`src/rtl/bpd_pkg.sv`:
```
package bpd_pkg;
  localparam int CMP_AW = 11;
  localparam int CMD_W  = 8;

  localparam logic [CMP_AW-1:0] UNLK_ADDR_A = 11'h555;
  localparam logic [CMP_AW-1:0] UNLK_ADDR_B = 11'h2AA;
  localparam logic [CMD_W-1:0]  UNLK_DATA_A = 8'hAA;
  localparam logic [CMD_W-1:0]  UNLK_DATA_B = 8'h55;
  localparam logic [CMD_W-1:0]  CMD_ENTER   = 8'h20;
  localparam logic [CMD_W-1:0]  CMD_PGM     = 8'hA0;
  localparam logic [CMD_W-1:0]  CMD_EXIT_A  = 8'h90;
  localparam logic [CMD_W-1:0]  CMD_EXIT_B  = 8'h00;

  typedef enum logic [2:0] {
    ST_IDLE, ST_UNL1, ST_UNL2, ST_BYP, ST_BPGM, ST_BRST
  } bpd_state_e;

  typedef struct packed {
    logic unl1;
    logic unl2;
    logic enter;
    logic pgm;
    logic rst1;
    logic rst2;
  } bpd_match_t;
endpackage

```
`src/rtl/bpd_cmd_match.sv`:
```
module bpd_cmd_match
  import bpd_pkg::*;
(
  input  logic [CMP_AW-1:0] addr_lo,
  input  logic [CMD_W-1:0]  data_lo,
  output bpd_match_t        match
);
  always_comb begin
    match.unl1  = (addr_lo == UNLK_ADDR_A) && (data_lo == UNLK_DATA_A);
    match.unl2  = (addr_lo == UNLK_ADDR_B) && (data_lo == UNLK_DATA_B);
    match.enter = (data_lo == CMD_ENTER);
    match.pgm   = (data_lo == CMD_PGM);
    match.rst1  = (data_lo == CMD_EXIT_A);
    match.rst2  = (data_lo == CMD_EXIT_B);
  end
endmodule

```
`src/rtl/bpd_seq_fsm.sv`:
```
module bpd_seq_fsm
  import bpd_pkg::*;
(
  input  logic       clk,
  input  logic       rst_n,
  input  logic       accept,
  input  logic       secure_en,
  input  bpd_match_t match,
  output logic       fire,
  output logic       in_bypass
);
  bpd_state_e state_q, state_d;
  logic       take;

  assign in_bypass = (state_q == ST_BYP) || (state_q == ST_BPGM) || (state_q == ST_BRST);
  // secure region freezes the decoder only while outside bypass mode
  assign take = accept && (in_bypass || !secure_en);

  always_comb begin
    state_d = state_q;
    fire    = 1'b0;
    if (take) begin
      unique case (state_q)
        ST_IDLE: state_d = match.unl1 ? ST_UNL1 : ST_IDLE;
        ST_UNL1: state_d = match.unl2 ? ST_UNL2 : ST_IDLE;
        ST_UNL2: state_d = match.enter ? ST_BYP : ST_IDLE;
        ST_BYP: begin
          if (match.pgm)       state_d = ST_BPGM;
          else if (match.rst1) state_d = ST_BRST;
          else                 state_d = ST_BYP;
        end
        ST_BPGM: begin
          fire    = 1'b1;
          state_d = ST_BYP;
        end
        ST_BRST: state_d = match.rst2 ? ST_IDLE : ST_BYP;
        default: state_d = ST_IDLE;
      endcase
    end
  end

  always_ff @(posedge clk or negedge rst_n) begin
    if (!rst_n) state_q <= ST_IDLE;
    else        state_q <= state_d;
  end
endmodule

```
`src/rtl/bpd_pgm_issue.sv`:
```
module bpd_pgm_issue #(
  parameter int AW = 22,
  parameter int DW = 16
) (
  input  logic          clk,
  input  logic          rst_n,
  input  logic          fire,
  input  logic [AW-1:0] addr,
  input  logic [DW-1:0] data,
  output logic          req_valid,
  output logic [AW-1:0] req_addr,
  output logic [DW-1:0] req_data
);
  always_ff @(posedge clk or negedge rst_n) begin
    if (!rst_n) begin
      req_valid <= 1'b0;
      req_addr  <= '0;
      req_data  <= '0;
    end else begin
      req_valid <= fire;
      if (fire) begin
        req_addr <= addr;
        req_data <= data;
      end
    end
  end
endmodule

```
`src/rtl/bypass_cmd_decoder.sv`:
```
module bypass_cmd_decoder
  import bpd_pkg::*;
#(
  parameter int AW = 22,
  parameter int DW = 16
) (
  input  logic          clk,
  input  logic          rst_n,
  input  logic          wr_valid,
  input  logic [AW-1:0] wr_addr,
  input  logic [DW-1:0] wr_data,
  input  logic          secure_en,
  input  logic          prog_busy,
  output logic          bypass_mode,
  output logic          pgm_valid,
  output logic [AW-1:0] pgm_addr,
  output logic [DW-1:0] pgm_data
);
  bpd_match_t match;
  logic       fire;
  logic       accept;

  assign accept = wr_valid && !prog_busy;

  bpd_cmd_match u_match (
    .addr_lo (wr_addr[CMP_AW-1:0]),
    .data_lo (wr_data[CMD_W-1:0]),
    .match   (match)
  );

  bpd_seq_fsm u_fsm (
    .clk       (clk),
    .rst_n     (rst_n),
    .accept    (accept),
    .secure_en (secure_en),
    .match     (match),
    .fire      (fire),
    .in_bypass (bypass_mode)
  );

  bpd_pgm_issue #(.AW(AW), .DW(DW)) u_issue (
    .clk       (clk),
    .rst_n     (rst_n),
    .fire      (fire),
    .addr      (wr_addr),
    .data      (wr_data),
    .req_valid (pgm_valid),
    .req_addr  (pgm_addr),
    .req_data  (pgm_data)
  );
endmodule

```
`config.mk`:
```
export PLATFORM = sky130hd
export DESIGN_NAME = bypass_cmd_decoder
export DESIGN_NICKNAME = d
export VERILOG_FILES = /design/src/rtl/bpd_pkg.sv /design/src/rtl/bpd_cmd_match.sv /design/src/rtl/bpd_seq_fsm.sv /design/src/rtl/bpd_pgm_issue.sv /design/src/rtl/bypass_cmd_decoder.sv
export SDC_FILE = /design/constraint.sdc
export NUM_CORES = 1
export LEC_CHECK = 0
export CORE_AREA = 4 4 60 90
export CTS_CLUSTER_DIAMETER = 30
export DETAILED_ROUTE_END_ITERATION = 16
export DIE_AREA = 0 0 64 94
export PLACE_DENSITY = 0.78
export SYNTH_ARGS = -nofsm -noshare
export SYNTH_HDL_FRONTEND = slang
export SYNTH_SLANG_ARGS = --single-unit
export TNS_END_PERCENT = 50
```
`constraint.sdc`:
```
create_clock -name clk -period 1.95 [get_ports clk]
set_clock_uncertainty 0.2 [all_clocks]
set_input_delay 0.39 -clock clk [delete_from_list [all_inputs] [get_ports clk]]
set_output_delay 0.39 -clock clk [all_outputs]
set_load 0.05 [all_outputs]
```
==> flow_summary.html <==
<table>
<tr><th>Metric</th><th>Value</th></tr>
<tr><th colspan="2">Outcome</th></tr>
<tr><td>Status</td><td>complete, no violations</td></tr>
<tr><th colspan="2">Finish</th></tr>
<tr><td>Share of cells above drive strength 1</td><td>42.1%</td></tr>
<tr><td>Commonest cells after routing, fill and taps aside</td><td>58 x sky130_fd_sc_hd__buf_4, 41 x sky130_fd_sc_hd__clkdlybuf4s50_1, 41 x sky130_fd_sc_hd__dfrtp_1</td></tr>
<tr><td>P&amp;R area growth vs syn</td><td>53.6%</td></tr>
<tr><td>Layout Cell Area excl Fill</td><td>2930 sq um</td></tr>
<tr><td>Most frequent standard cell in the layout excluding fill and tap cells</td><td>sky130_fd_sc_hd__buf_4</td></tr>
<tr><td>Antenna diode count</td><td>0</td></tr>
<tr><td>Layout net count</td><td>285</td></tr>
<tr><th colspan="2">Place</th></tr>
<tr><td>RePlAce Congestion</td><td>0.873</td></tr>
<tr><td>Area of placed instances</td><td>2830 sq um</td></tr>
<tr><td>Count of port buffers added during placement</td><td>82</td></tr>
<tr><td>DPL Wire Length</td><td>3.96 mm</td></tr>
<tr><th colspan="2">Global routing</th></tr>
<tr><td>Pin count of the biggest net entering global routing</td><td>29</td></tr>
<tr><td>Remaining global-route overflow</td><td>0</td></tr>
<tr><td>Global-route wire length before repair</td><td>7.98 mm</td></tr>
<tr><td>Via count of the first global-routing pass</td><td>1,663</td></tr>
<tr><td>Number of antenna violations at the first check in global routing</td><td>0</td></tr>
<tr><td>GRT Total Usage</td><td>17.4%</td></tr>
<tr><th colspan="2">Power and ir drop</th></tr>
<tr><td>Power per Cell Area</td><td>617 nW/um^2</td></tr>
<tr><td>Peak supply drop</td><td>0.545 mV</td></tr>
<tr><td>Leakage power</td><td>1.41 nW</td></tr>
<tr><td>Sum of internal, switching and leakage power</td><td>1.81 mW</td></tr>
<tr><th colspan="2">Synthesis</th></tr>
<tr><td>Syn Area/Cell</td><td>13.8 sq um</td></tr>
<tr><td>Ys async rst share</td><td>100%</td></tr>
<tr><td>Top flip-flop cell by instance count after synthesis</td><td>sky130_fd_sc_hd__dfrtp_1</td></tr>
<tr><td>Combined area of all synthesized cells</td><td>1900 sq um</td></tr>
<tr><td>Number of standard cells after synthesis</td><td>138</td></tr>
<tr><td>FF+latch count, synth</td><td>42</td></tr>
<tr><td>Number of different library cells in the post-synthesis netlist</td><td>38</td></tr>
<tr><td>Sequential area share after synthesis</td><td>55.2%</td></tr>
<tr><td>Synth area leaders</td><td>sky130_fd_sc_hd__dfrtp_1 55%, sky130_fd_sc_hd__mux2_2 17%, sky130_fd_sc_hd__mux2_1 5.3%, sky130_fd_sc_hd__nor4bb_1 1.6%, sky130_fd_sc_hd__a31oi_1 1.3%</td></tr>
<tr><td>Post-synth top area share</td><td>55.2%</td></tr>
<tr><td>Most area-hungry cell type in the Yosys netlist</td><td>sky130_fd_sc_hd__dfrtp_1</td></tr>
<tr><td>Number of synthesized flops with an enable pin</td><td>0</td></tr>
<tr><td>Yosys warnings</td><td>0</td></tr>
<tr><td>Syn nets</td><td>181</td></tr>
<tr><th colspan="2">CTS</th></tr>
<tr><td>Clock slew at the register clock pins of the worst setup and hold paths</td><td>0.08 ns</td></tr>
<tr><td>Clock latency reported for the late side of the worst-skew pair</td><td>0.30 ns</td></tr>
<tr><td>TritonCTS Buffers</td><td>5</td></tr>
<tr><td>Clock H-tree levels</td><td>2</td></tr>
<tr><td>Clock tree sinks</td><td>42</td></tr>
<tr><td>Root buffer selected by CTS</td><td>sky130_fd_sc_hd__clkbuf_8</td></tr>
<tr><td>Clock Path Buffers</td><td>2</td></tr>
<tr><td>TritonCTS clock tree</td><td>yes</td></tr>
<tr><th colspan="2">Timing</th></tr>
<tr><td>Slew HR</td><td>68.8%</td></tr>
<tr><td>Post-route minimum period</td><td>1.82 ns</td></tr>
<tr><td>Worst hold margin</td><td>0.295 ns</td></tr>
<tr><td>Final worst path period share</td><td>93.4%</td></tr>
<tr><td>Transition at the pin with the smallest max-transition slack</td><td>0.467 ns</td></tr>
<tr><td>Fmax</td><td>549 MHz</td></tr>
<tr><td>Number of pins with negative max-slew slack in the final report</td><td>0</td></tr>
<tr><td>Unrepaired setup endpoints after global routing</td><td>false</td></tr>
<tr><td>Setup-failing EPs final</td><td>0</td></tr>
<tr><td>Final count of hold timing violations</td><td>0</td></tr>
<tr><th colspan="2">Worst hold path</th></tr>
<tr><td>Class of the most critical hold timing path</td><td>reg2reg</td></tr>
<tr><td>Launch point of the worst hold path</td><td>u_issue.req_addr[3]$_DFFE_PN0P_</td></tr>
<tr><td>Worst hold endpoint</td><td>u_issue.req_addr[3]$_DFFE_PN0P_</td></tr>
<tr><td>Worst hold path stage count</td><td>1</td></tr>
<tr><th colspan="2">Detailed routing</th></tr>
<tr><td>Starting DRC count in detailed routing</td><td>35</td></tr>
<tr><td>First-pass iteration count of the detailed router</td><td>4</td></tr>
<tr><td>Post-route DRC</td><td>0</td></tr>
<tr><td>Routed Wire Length</td><td>5.02 mm</td></tr>
<tr><td>Via density per instance</td><td>4.96</td></tr>
<tr><td>Number of nets still failing antenna checks after routing</td><td>0</td></tr>
<tr><td>Routed length per instance</td><td>16.3 um</td></tr>
<tr><td>Vias post-DR</td><td>1,527</td></tr>
<tr><th colspan="2">Worst setup path</th></tr>
<tr><td>FF-to-FF Start</td><td>u_fsm.state_q[1]$_DFFE_PN0P_</td></tr>
<tr><td>Classification of the worst setup path</td><td>in2reg</td></tr>
<tr><td>Depth of the most critical reg-to-reg path</td><td>4</td></tr>
<tr><td>Reg-to-reg setup timing slack</td><td>0.25 ns</td></tr>
<tr><td>Maximum fanout encountered on the critical timing path</td><td>4</td></tr>
<tr><td>Data arrival time of the critical path</td><td>1.80 ns</td></tr>
<tr><td>Reg-to-reg critical path endpoint</td><td>u_issue.req_addr[18]$_DFFE_PN0P_</td></tr>
<tr><td>Nature of the critical path endpoint</td><td>flip-flop</td></tr>
<tr><td>Critical path required time</td><td>1.93 ns</td></tr>
<tr><td>Launching element type of the critical path</td><td>primary input</td></tr>
<tr><th colspan="2">Floorplanning</th></tr>
<tr><td>Area of the core</td><td>4690 sq um</td></tr>
<tr><td>Site Rows</td><td>31</td></tr>
<tr><td>Die width</td><td>64 um</td></tr>
<tr><td>DIE AREA</td><td>6020 sq um</td></tr>
<tr><td>Y dimension of the die</td><td>94 um</td></tr>
<tr><td>Initial cell density of the core</td><td>40.6%</td></tr>
<tr><td>IO Count</td><td>83</td></tr>
<tr><th colspan="2">Run</th></tr>
<tr><td>Total of max-cap violations</td><td>0</td></tr>
</table>
how the worst max path moves through the flow:
stage | start | to | slack [ns] | depth (start not counted)
after floorplan | u_fsm.state_q[2]$_DFFE_PN0P_ | bypass_mode | 0.22 | 3
after global placement | wr_data[4] | u_fsm.state_q[1]$_DFFE_PN0P_ | -0.14 | 6
after detailed placement | wr_data[4] | u_fsm.state_q[1]$_DFFE_PN0P_ | -0.18 | 6
after CTS | u_fsm.state_q[1]$_DFFE_PN0P_ | bypass_mode | 0.12 | 4
after global routing | wr_data[4] | u_fsm.state_q[0]$_DFFE_PN0P_ | 0.07 | 6
final | wr_data[4] | u_fsm.state_q[1]$_DFFE_PN0P_ | 0.13 | 6
synth_stat cells (all sizes together), types with 2 or more instances:
| cell | n |
|---|---|
| nor4bb | 3 |
| nor3 | 5 |
| nor4 | 3 |
| mux2 | 38 |
| and2 | 2 |
| dfrtp | 42 |
| buf | 7 |
| nand2 | 3 |
| inv | 2 |
| nand2b | 4 |
| o21ai | 3 |
| a31oi | 4 |
| nand4 | 2 |
| a21oi | 3 |
final cells by class:
cell class                 instances  area (sq um)
clock inverter                     2          10.0
timing repair buffer             104           921
tap                               66          82.6
sequential                        42          1050
fill                             397          1770
multi-input combinational         87           783
clock buffer                       5          68.8
inverter                           2          7.51
routing by layer:
metal / GRT usage, % / up-vias / share of wire (%)
li1: - / 719 / -
met1: 18.3 / 753 / 37
met2: 33.0 / 47 / 56
met3: 4.19 / 8 / 5.5
met4: 5.95 / 0 / 1.6
met5: 0 / - / 0
per-stage QoR:
stage,setup WS [ns],instances,utilization [%],TNS (ns)
2_1_floorplan,0.221,138,-,0
3_3_place_gp,-0.139,299,60.3,-4.37
3_5_place_dp,-0.178,299,60.3,-5.27
4_1_cts,0.119,308,62.3,0
5_1_grt,0.0712,308,62.3,0
6_report,0.129,308,62.3,0
registers in the layout, indices dropped and copies added, names as in the netlist:
register	count
u_fsm.state_q	3
u_issue.req_addr	22
u_issue.req_valid	1
u_issue.req_data	16
worst max-delay path, stage by stage:
cell and delay [ns]:
sky130_fd_sc_hd__clkdlybuf4s50_1 0.46, sky130_fd_sc_hd__nor4_2 0.29, sky130_fd_sc_hd__buf_4 0.17, sky130_fd_sc_hd__a31oi_1 0.11, sky130_fd_sc_hd__nor3_1 0.28, sky130_fd_sc_hd__a21oi_1 0.11
kinds of logic (layout without fill, tap and decap cells):
logic type,Yosys count,in the layout,synth area share (%)
compound gates,16,16,5.58
xor+xnor,1,1,0.460
buf+inv,9,113,3.68
flops,42,42,55.2
mux,38,38,22.5
simple gates,32,32,12.6
power by group:
group	switching, mW	total [mW]	leakage, nW	internal, mW
combinational	0.191	0.356	0.797	0.164
sequential	0.0158	0.916	0.565	0.900
clock	0.293	0.534	0.0438	0.240
timing repair:
item | 4_1_cts | 5_1_grt
gates resized for setup | 1 | 0
endpoints found under the hold margin | 19 | 0
endpoints found under the setup margin | 1 | 0
hold buffers | 1 | 0
setup buffers | 1 | 0
Note: power is estimated with default switching activity, not from simulation.
